==> config.mk <==
export PLATFORM = sky130hd
export DESIGN_NAME = sreg_bank
export DESIGN_NICKNAME = d
export VERILOG_FILES = /design/src/rtl/sreg_pkg.sv /design/src/rtl/sreg_decode.sv /design/src/rtl/sreg_store.sv /design/src/rtl/sreg_bank.sv
export SDC_FILE = /design/constraint.sdc
export NUM_CORES = 1
export LEC_CHECK = 0
export CAP_MARGIN = 10
export CELL_PAD_IN_SITES_DETAIL_PLACEMENT = 0
export CELL_PAD_IN_SITES_GLOBAL_PLACEMENT = 1
export CORE_MARGIN = 10
export CORE_UTILIZATION = 50
export CTS_CLUSTER_SIZE = 20
export DETAILED_ROUTE_END_ITERATION = 12
export DONT_BUFFER_PORTS = 1
export GPL_TIMING_DRIVEN = 1
export PLACE_DENSITY_LB_ADDON = 0.1
export SLEW_MARGIN = 10
export SYNTH_ARGS = -nofsm -noshare
export SYNTH_HDL_FRONTEND = slang
export SYNTH_SLANG_ARGS = --single-unit
export TNS_END_PERCENT = 20
==> constraint.sdc <==
create_clock -name clk -period 5.65 [get_ports clk]
set_clock_uncertainty 0.1 [all_clocks]
set_input_delay 0.2825 -clock clk [delete_from_list [all_inputs] [get_ports clk]]
set_output_delay 0.2825 -clock clk [all_outputs]
set_load 0.01 [all_outputs]
==> src/rtl/sreg_pkg.sv <==
package sreg_pkg;
   typedef enum logic [1:0] {
      CLS_HW    = 2'd0,
      CLS_GRANT = 2'd1,
      CLS_SUP   = 2'd2,
      CLS_USR   = 2'd3
   } sreg_cls_e;

   typedef enum logic [1:0] {
      CAUSE_NONE  = 2'd0,
      CAUSE_RANGE = 2'd1,
      CAUSE_PRIV  = 2'd2,
      CAUSE_MASK  = 2'd3
   } sreg_cause_e;

   localparam int unsigned NUM_HW    = 2;
   localparam int unsigned GRANT_NUM = 2;
   localparam int unsigned FIRST_SUP = 3;
endpackage

==> src/rtl/sreg_decode.sv <==
module sreg_decode
   import sreg_pkg::*;
#(
   parameter int unsigned NUM_W     = 4,
   parameter int unsigned DATA_W    = 32,
   parameter int unsigned NUM_SUP   = 2,
   parameter int unsigned NUM_USR   = 2,
   parameter logic [DATA_W-1:0] SUP_WMASK = '1,
   parameter logic [DATA_W-1:0] USR_WMASK = '1
) (
   input  logic [NUM_W-1:0]  num,
   output logic              in_range,
   output sreg_cls_e         cls,
   output logic [NUM_W-1:0]  idx,
   output logic [DATA_W-1:0] wr_mask
);
   localparam int unsigned NUM_REGS = FIRST_SUP + NUM_SUP + NUM_USR;
   localparam logic [NUM_W-1:0] L_HW_END  = NUM_W'(NUM_HW);
   localparam logic [NUM_W-1:0] L_GRANT   = NUM_W'(GRANT_NUM);
   localparam logic [NUM_W-1:0] L_SUP_BEG = NUM_W'(FIRST_SUP);
   localparam logic [NUM_W-1:0] L_SUP_END = NUM_W'(FIRST_SUP + NUM_SUP);
   localparam logic [NUM_W-1:0] L_END     = NUM_W'(NUM_REGS);
   localparam logic [DATA_W-1:0] GRANT_MASK = {{(DATA_W-NUM_SUP){1'b0}}, {NUM_SUP{1'b1}}};

   always_comb begin
      in_range = 1'b1;
      cls      = CLS_HW;
      idx      = '0;
      wr_mask  = '0;
      if (num < L_HW_END) begin
         idx = num;
      end else if (num == L_GRANT) begin
         cls     = CLS_GRANT;
         wr_mask = GRANT_MASK;
      end else if (num < L_SUP_END) begin
         cls     = CLS_SUP;
         idx     = num - L_SUP_BEG;
         wr_mask = SUP_WMASK;
      end else if (num < L_END) begin
         cls     = CLS_USR;
         idx     = num - L_SUP_END;
         wr_mask = USR_WMASK;
      end else begin
         in_range = 1'b0;
      end
   end
endmodule

==> src/rtl/sreg_store.sv <==
module sreg_store
   import sreg_pkg::*;
#(
   parameter int unsigned NUM_W    = 4,
   parameter int unsigned DATA_W   = 32,
   parameter int unsigned NUM_SUP  = 2,
   parameter int unsigned NUM_USR  = 2,
   parameter logic [DATA_W-1:0] REVISION = '0
) (
   input  logic               clk,
   input  logic               rst,
   input  logic               we,
   input  sreg_cls_e          cls,
   input  logic [NUM_W-1:0]   idx,
   input  logic [DATA_W-1:0]  wdata,
   input  logic [DATA_W-1:0]  wmask,
   output logic [DATA_W-1:0]  rdata,
   output logic [NUM_SUP-1:0] grant
);
   localparam int unsigned NUM_REGS = FIRST_SUP + NUM_SUP + NUM_USR;
   localparam logic [DATA_W-1:0] GEOMETRY = DATA_W'({8'(DATA_W), 8'(NUM_REGS)});

   logic [DATA_W-1:0]  sup_q [NUM_SUP];
   logic [DATA_W-1:0]  usr_q [NUM_USR];
   logic [NUM_SUP-1:0] grant_q;

   always_ff @(posedge clk) begin
      if (rst)
         grant_q <= '0;
      else if (we && cls == CLS_GRANT)
         grant_q <= (grant_q & ~wmask[NUM_SUP-1:0]) | (wdata[NUM_SUP-1:0] & wmask[NUM_SUP-1:0]);
   end

   for (genvar k = 0; k < NUM_SUP; k++) begin : g_sup
      always_ff @(posedge clk) begin
         if (rst)
            sup_q[k] <= '0;
         else if (we && cls == CLS_SUP && idx == NUM_W'(k))
            sup_q[k] <= (sup_q[k] & ~wmask) | (wdata & wmask);
      end
   end

   for (genvar k = 0; k < NUM_USR; k++) begin : g_usr
      always_ff @(posedge clk) begin
         if (rst)
            usr_q[k] <= '0;
         else if (we && cls == CLS_USR && idx == NUM_W'(k))
            usr_q[k] <= (usr_q[k] & ~wmask) | (wdata & wmask);
      end
   end

   always_comb begin
      rdata = '0;
      unique case (cls)
         CLS_HW:    rdata = (idx == '0) ? REVISION : GEOMETRY;
         CLS_GRANT: rdata = DATA_W'(grant_q);
         CLS_SUP:   for (int k = 0; k < NUM_SUP; k++) if (idx == NUM_W'(k)) rdata = sup_q[k];
         CLS_USR:   for (int k = 0; k < NUM_USR; k++) if (idx == NUM_W'(k)) rdata = usr_q[k];
         default:   rdata = '0;
      endcase
   end

   assign grant = grant_q;
endmodule

==> src/rtl/sreg_bank.sv <==
module sreg_bank
   import sreg_pkg::*;
#(
   parameter int unsigned NUM_W    = 4,
   parameter int unsigned DATA_W   = 32,
   parameter int unsigned NUM_SUP  = 2,
   parameter int unsigned NUM_USR  = 2,
   parameter logic [DATA_W-1:0] REVISION  = 32'h0000_0A03,
   parameter logic [DATA_W-1:0] SUP_WMASK = 32'h0000_FFFF,
   parameter logic [DATA_W-1:0] USR_WMASK = 32'h00FF_FFFF
) (
   input  logic              clk,
   input  logic              rst,
   input  logic              req,
   input  logic              wr,
   input  logic [NUM_W-1:0]  num,
   input  logic [DATA_W-1:0] wdata,
   input  logic [DATA_W-1:0] wmask,
   input  logic              priv,
   output logic [DATA_W-1:0] rdata,
   output logic              stall,
   output logic              done,
   output logic              trap,
   output logic [1:0]        cause
);
   localparam int unsigned NUM_REGS = FIRST_SUP + NUM_SUP + NUM_USR;

   if (DATA_W < 16) begin : g_chk_width
      $error("DATA_W must hold the geometry word");
   end
   if (NUM_SUP < 1 || NUM_SUP > DATA_W) begin : g_chk_sup
      $error("NUM_SUP out of range");
   end
   if (NUM_REGS >= (1 << NUM_W) || NUM_REGS > 255) begin : g_chk_num
      $error("NUM_W too narrow for the register count");
   end

   logic              pend_q, wr_q, priv_q;
   logic [NUM_W-1:0]  num_q;
   logic [DATA_W-1:0] wdata_q, wmask_q;

   always_ff @(posedge clk) begin
      if (rst) begin
         pend_q  <= 1'b0;
         wr_q    <= 1'b0;
         priv_q  <= 1'b0;
         num_q   <= '0;
         wdata_q <= '0;
         wmask_q <= '0;
      end else begin
         pend_q <= req && !pend_q;
         if (req && !pend_q) begin
            wr_q    <= wr;
            priv_q  <= priv;
            num_q   <= num;
            wdata_q <= wdata;
            wmask_q <= wmask;
         end
      end
   end

   logic              in_range;
   sreg_cls_e         cls;
   logic [NUM_W-1:0]  idx;
   logic [DATA_W-1:0] wr_mask, store_rdata;
   logic [NUM_SUP-1:0] grant_v;
   logic              granted, we;
   sreg_cause_e       verdict;

   sreg_decode #(
      .NUM_W(NUM_W), .DATA_W(DATA_W), .NUM_SUP(NUM_SUP), .NUM_USR(NUM_USR),
      .SUP_WMASK(SUP_WMASK), .USR_WMASK(USR_WMASK)
   ) u_decode (
      .num(num_q), .in_range(in_range), .cls(cls), .idx(idx), .wr_mask(wr_mask)
   );

   sreg_store #(
      .NUM_W(NUM_W), .DATA_W(DATA_W), .NUM_SUP(NUM_SUP), .NUM_USR(NUM_USR),
      .REVISION(REVISION)
   ) u_store (
      .clk(clk), .rst(rst), .we(we), .cls(cls), .idx(idx),
      .wdata(wdata_q), .wmask(wmask_q), .rdata(store_rdata), .grant(grant_v)
   );

   always_comb begin
      granted = 1'b0;
      for (int k = 0; k < NUM_SUP; k++)
         if (idx == NUM_W'(k)) granted = grant_v[k];
   end

   always_comb begin
      verdict = CAUSE_NONE;
      if (!in_range) begin
         verdict = CAUSE_RANGE;
      end else if (wr_q) begin
         unique case (cls)
            CLS_HW:    verdict = CAUSE_PRIV;
            CLS_GRANT: if (!priv_q && |(wmask_q & wdata_q)) verdict = CAUSE_PRIV;
            CLS_SUP:   if (!priv_q && !granted) verdict = CAUSE_PRIV;
            default:   verdict = CAUSE_NONE;
         endcase
         if (verdict == CAUSE_NONE && |(wmask_q & ~wr_mask))
            verdict = CAUSE_MASK;
      end
   end

   assign done  = pend_q && verdict == CAUSE_NONE;
   assign trap  = pend_q && verdict != CAUSE_NONE;
   assign cause = trap ? verdict : CAUSE_NONE;
   assign we    = done && wr_q;
   assign rdata = (done && !wr_q) ? store_rdata : '0;
   assign stall = req || pend_q;

   // a verdict is never both accepted and refused
   p_one_verdict_r9: assert property (@(posedge clk) disable iff (rst) !(done && trap));
   // the verdict lasts one cycle and follows a stalled cycle
   p_pulse_single_r9: assert property (@(posedge clk) disable iff (rst)
      (done || trap) |=> !(done || trap));
   p_after_stall_r9: assert property (@(posedge clk) disable iff (rst)
      (done || trap) |-> $past(stall));
   // range trap carries no data
   p_range_zero_r8: assert property (@(posedge clk) disable iff (rst)
      (trap && cause == CAUSE_RANGE) |-> rdata == '0);
   // a grant bit only rises after a privileged accepted access
   p_grant_rise_r5: assert property (@(posedge clk) disable iff (rst)
      (|(grant_v & ~$past(grant_v))) |-> $past(priv_q && done));
endmodule

==> results.py <==
metrics = {
    "die": {
        "pin_count": 110,
        "rows": 52,
        "die_area_um2": 26380,
        "start_util_pct": 50.45,
        "fp.dieH_um": 162.4,
        "coreArea_um2": 20100,
        "die_w_um": 162.4,
    },
    "yosys": {
        "syn-cell-area_um2": 10140,
        "synth_warnings": 0,
        "ys_seq_area_share_pct": 52.31,
        "async_flop_share_pct": 0,
        "synth.largest_area_cell": "edfxtp_1",
        "synth_area_per_cell_um2": 10.22,
        "synth_ff_type": "edfxtp_1",
        "yosysTopAreaCellShare_pct": 37.90,
        "synth_seq_cells": 201,
        "synth_edf_count": 128,
        "postSynthCellCount": 992,
        "ys_types": 48,
        "synth.area.top_cells": "edfxtp_1 38%, dfxtp_1 14%, nand2b_1 8.2%",
        "synth_fp_nets": 1068,
    },
    "detailed_routing": {
        "dr.pass1.iters": 5,
        "drt_iter0_markers": 622,
        "routed_wl_um": 28160,
        "drc": 0,
        "antenna_left": 0,
        "vias": 7642,
        "via_per_inst": 5.772,
        "wl_per_cell_um": 21.27,
    },
    "timing": {
        "tightest_slew_ps": 1120,
        "tns_ps": 0,
        "maxSlewHeadroom_pct": 25.32,
        "fmax_mhz": 225.6,
        "hold_viol": 0,
        "setup_viol": 0,
        "rsz0062_at_grt": "no",
        "period_share_pct": 78.47,
        "drv_slew": 0,
        "final.min_clock_period_ps": 4434,
    },
    "worst_hold_path": {
        "hp-class": "in2reg",
    },
    "clocking": {
        "postCtsSetupBuffers": 0,
        "cts_buffer_depth": 3,
        "cts_buffers": 23,
        "clk_latency_ps": 510,
        "cts_tree": "done",
        "cts_sinks": 201,
        "htree_levels": 1,
        "post_cts_resized": 0,
        "clk_pin_slew_ps": 60,
        "ctsHoldBuffers": 71,
        "cts-root-buf": "clkbuf_16",
    },
    "grt": {
        "grt_pass1_vias": 7768,
        "antenna_found_initial": 0,
        "grt_pass1_wl_um": 44820,
        "grt_max_degree": 88,
        "grtUsageTotal_pct": 21.11,
        "globalRouteOverflowTotal": 0,
    },
    "placed_design": {
        "gp_congestion": 0.8304,
        "placedCellCount": 1212,
        "port-buffer-count": 0,
        "dpl.hpwl_um": 18780,
    },
    "worst_setup_path": {
        "cp-end-kind": "output pin",
        "crit_type": "reg2out",
        "required_ps": 5270,
        "worstSetupStartpointType": "flip-flop",
        "worst-path-max-fanout": 35,
        "worstPathArrival_ps": 4050,
    },
    "final_layout": {
        "fin_nets": 1114,
        "drive_above_1_share_pct": 13.66,
        "final_cells": 1324,
        "area_delta_synth_final_pct": 15.57,
        "n_antenna_cell": 0,
    },
    "pwr": {
        "power.density_nw_per_um2": 294.3,
        "p_leak_nw": 3.863,
        "ir_drop_mv": 0.2068,
    },
    "run_status": {
        "status": "complete, no violations",
    },
    "flow_run": {
        "cap_violations": 0,
    },
}
-- cell type report --
| type | instances | area [um^2] |
|---|---|---|
| timing repair buffer | 83 | 818.3 |
| tap | 270 | 337.8 |
| inverter | 6 | 22.52 |
| multi-input combinational | 723 | 4516 |
| clock buffer | 30 | 623.1 |
| sequential | 201 | 5305 |
| clock inverter | 11 | 98.84 |
| fill | 1732 | 8383 |
-- power breakdown --
group	switching (mW)	internal, mW
clock	0.603	0.828
sequential	0.0588	1.62
combinational	0.196	0.144
-- final timing paths --
kind | startpoint | to | slack, ps | cells past startpoint
worst max-delay path | num_q[0]$_SDFFE_PP0P_ | rdata[13] | 1220 | 10
worst min-delay path | rst | num_q[3]$_SDFFE_PP0P_ | 80 | 2
worst max register to register | num_q[0]$_SDFFE_PP0P_ | u_store.usr_q[0][7]$_SDFFCE_PN0P_ | 1280 | 10
worst min register to register | wdata_q[19]$_SDFFE_PP0P_ | wdata_q[19]$_SDFFE_PP0P_ | 350 | 2
-- through the flow --
step / util [%] / hold WS (ps) / setup slack, ps / power (mW) / cell area (um^2)
floorplan: - / 318.5 / 1447 / 1.923 / 10140
global placement: 51.08 / 262.6 / 1536 / 1.989 / 10270
detailed placement: 51.09 / 265.2 / 1319 / 1.999 / 10270
CTS: 58.30 / 67.61 / 1184 / 3.480 / 11720
global route: 58.30 / 85.37 / 954.8 / 3.574 / 11720
finish: 58.30 / 80.30 / 1216 / 3.449 / 11720
-- sequential cells by signal, indices dropped and copies added (netlist names), named ones only --
signal,cells
u_store.sup_q,64
num_q,4
wr_q,1
wmask_q,32
wdata_q,32
pend_q,1
u_store.usr_q,64
priv_q,1
-- critical path, cell delays in order, from the launching register on --
cell and delay, ps:
dfxtp_1 460, inv_1 130, ha_1 250, or4b_1 490, o31a_2 160, nor2_1 140
or2_4 530, buf_4 650, nor3_1 140, a21oi_1 260, o21a_1 280
-- per-layer routing --
| metal | track usage, % | vias to the layer above | wire length (um) | part of all wire (%) |
|---|---|---|---|---|
| met5 | 0 | - | 0 | 0 |
| met4 | 4.136 | 0 | 425 | 1.5 |
| met3 | 3.792 | 31 | 1754 | 6.2 |
| met2 | 34.58 | 208 | 13530 | 48 |
| met1 | 28.74 | 3763 | 12450 | 44 |
| li1 | - | 3640 | - | - |
-- synthesized netlist by cell type, types with 4 or more instances --
master / number
o21bai_1: 4
mux2i_1: 66
or3_1: 6
o22a_1: 26
nor2_1: 36
a21oi_2: 80
nand2b_1: 133
o22ai_1: 4
nand4_1: 9
o21a_1: 5
clkbuf_1: 38
nor4_1: 7
buf_6: 10
a21oi_1: 115
dfxtp_1: 73
a2111oi_0: 12
buf_2: 13
nand2_1: 179
inv_1: 6
edfxtp_1: 128
-- cell families (layout without fill, tap and decap cells) --
kind of cell,after synthesis,count (layout),share of synthesized area [%]
AO/OA/AOI/OAI,259,259,17.94
adder cells (fa/ha/maj),3,3,0.3701
buffers and inverters,68,130,3.454
flip-flops,201,201,52.31
multiplexers,66,66,6.514
AND/OR/NAND/NOR,395,395,19.42
-- cells in the final DEF, fill, tap and decap left out, drive strengths merged, types with 5 or more instances in the layout --
| master | instances |
|---|---|
| inv | 6 |
| nand2 | 180 |
| nand2b | 133 |
| or3 | 6 |
| nor2 | 36 |
| buf | 13 |
| clkinvlp | 5 |
| mux2i | 66 |
| dlygate4sd3 | 70 |
| clkbuf | 30 |
| o22a | 26 |
| dfxtp | 73 |
| nor4 | 7 |
| clkinv | 5 |
| a2111oi | 12 |
| edfxtp | 128 |
| nand4 | 9 |
| a21oi | 195 |
| o21a | 5 |
Note: power is estimated with default switching activity, not from simulation.
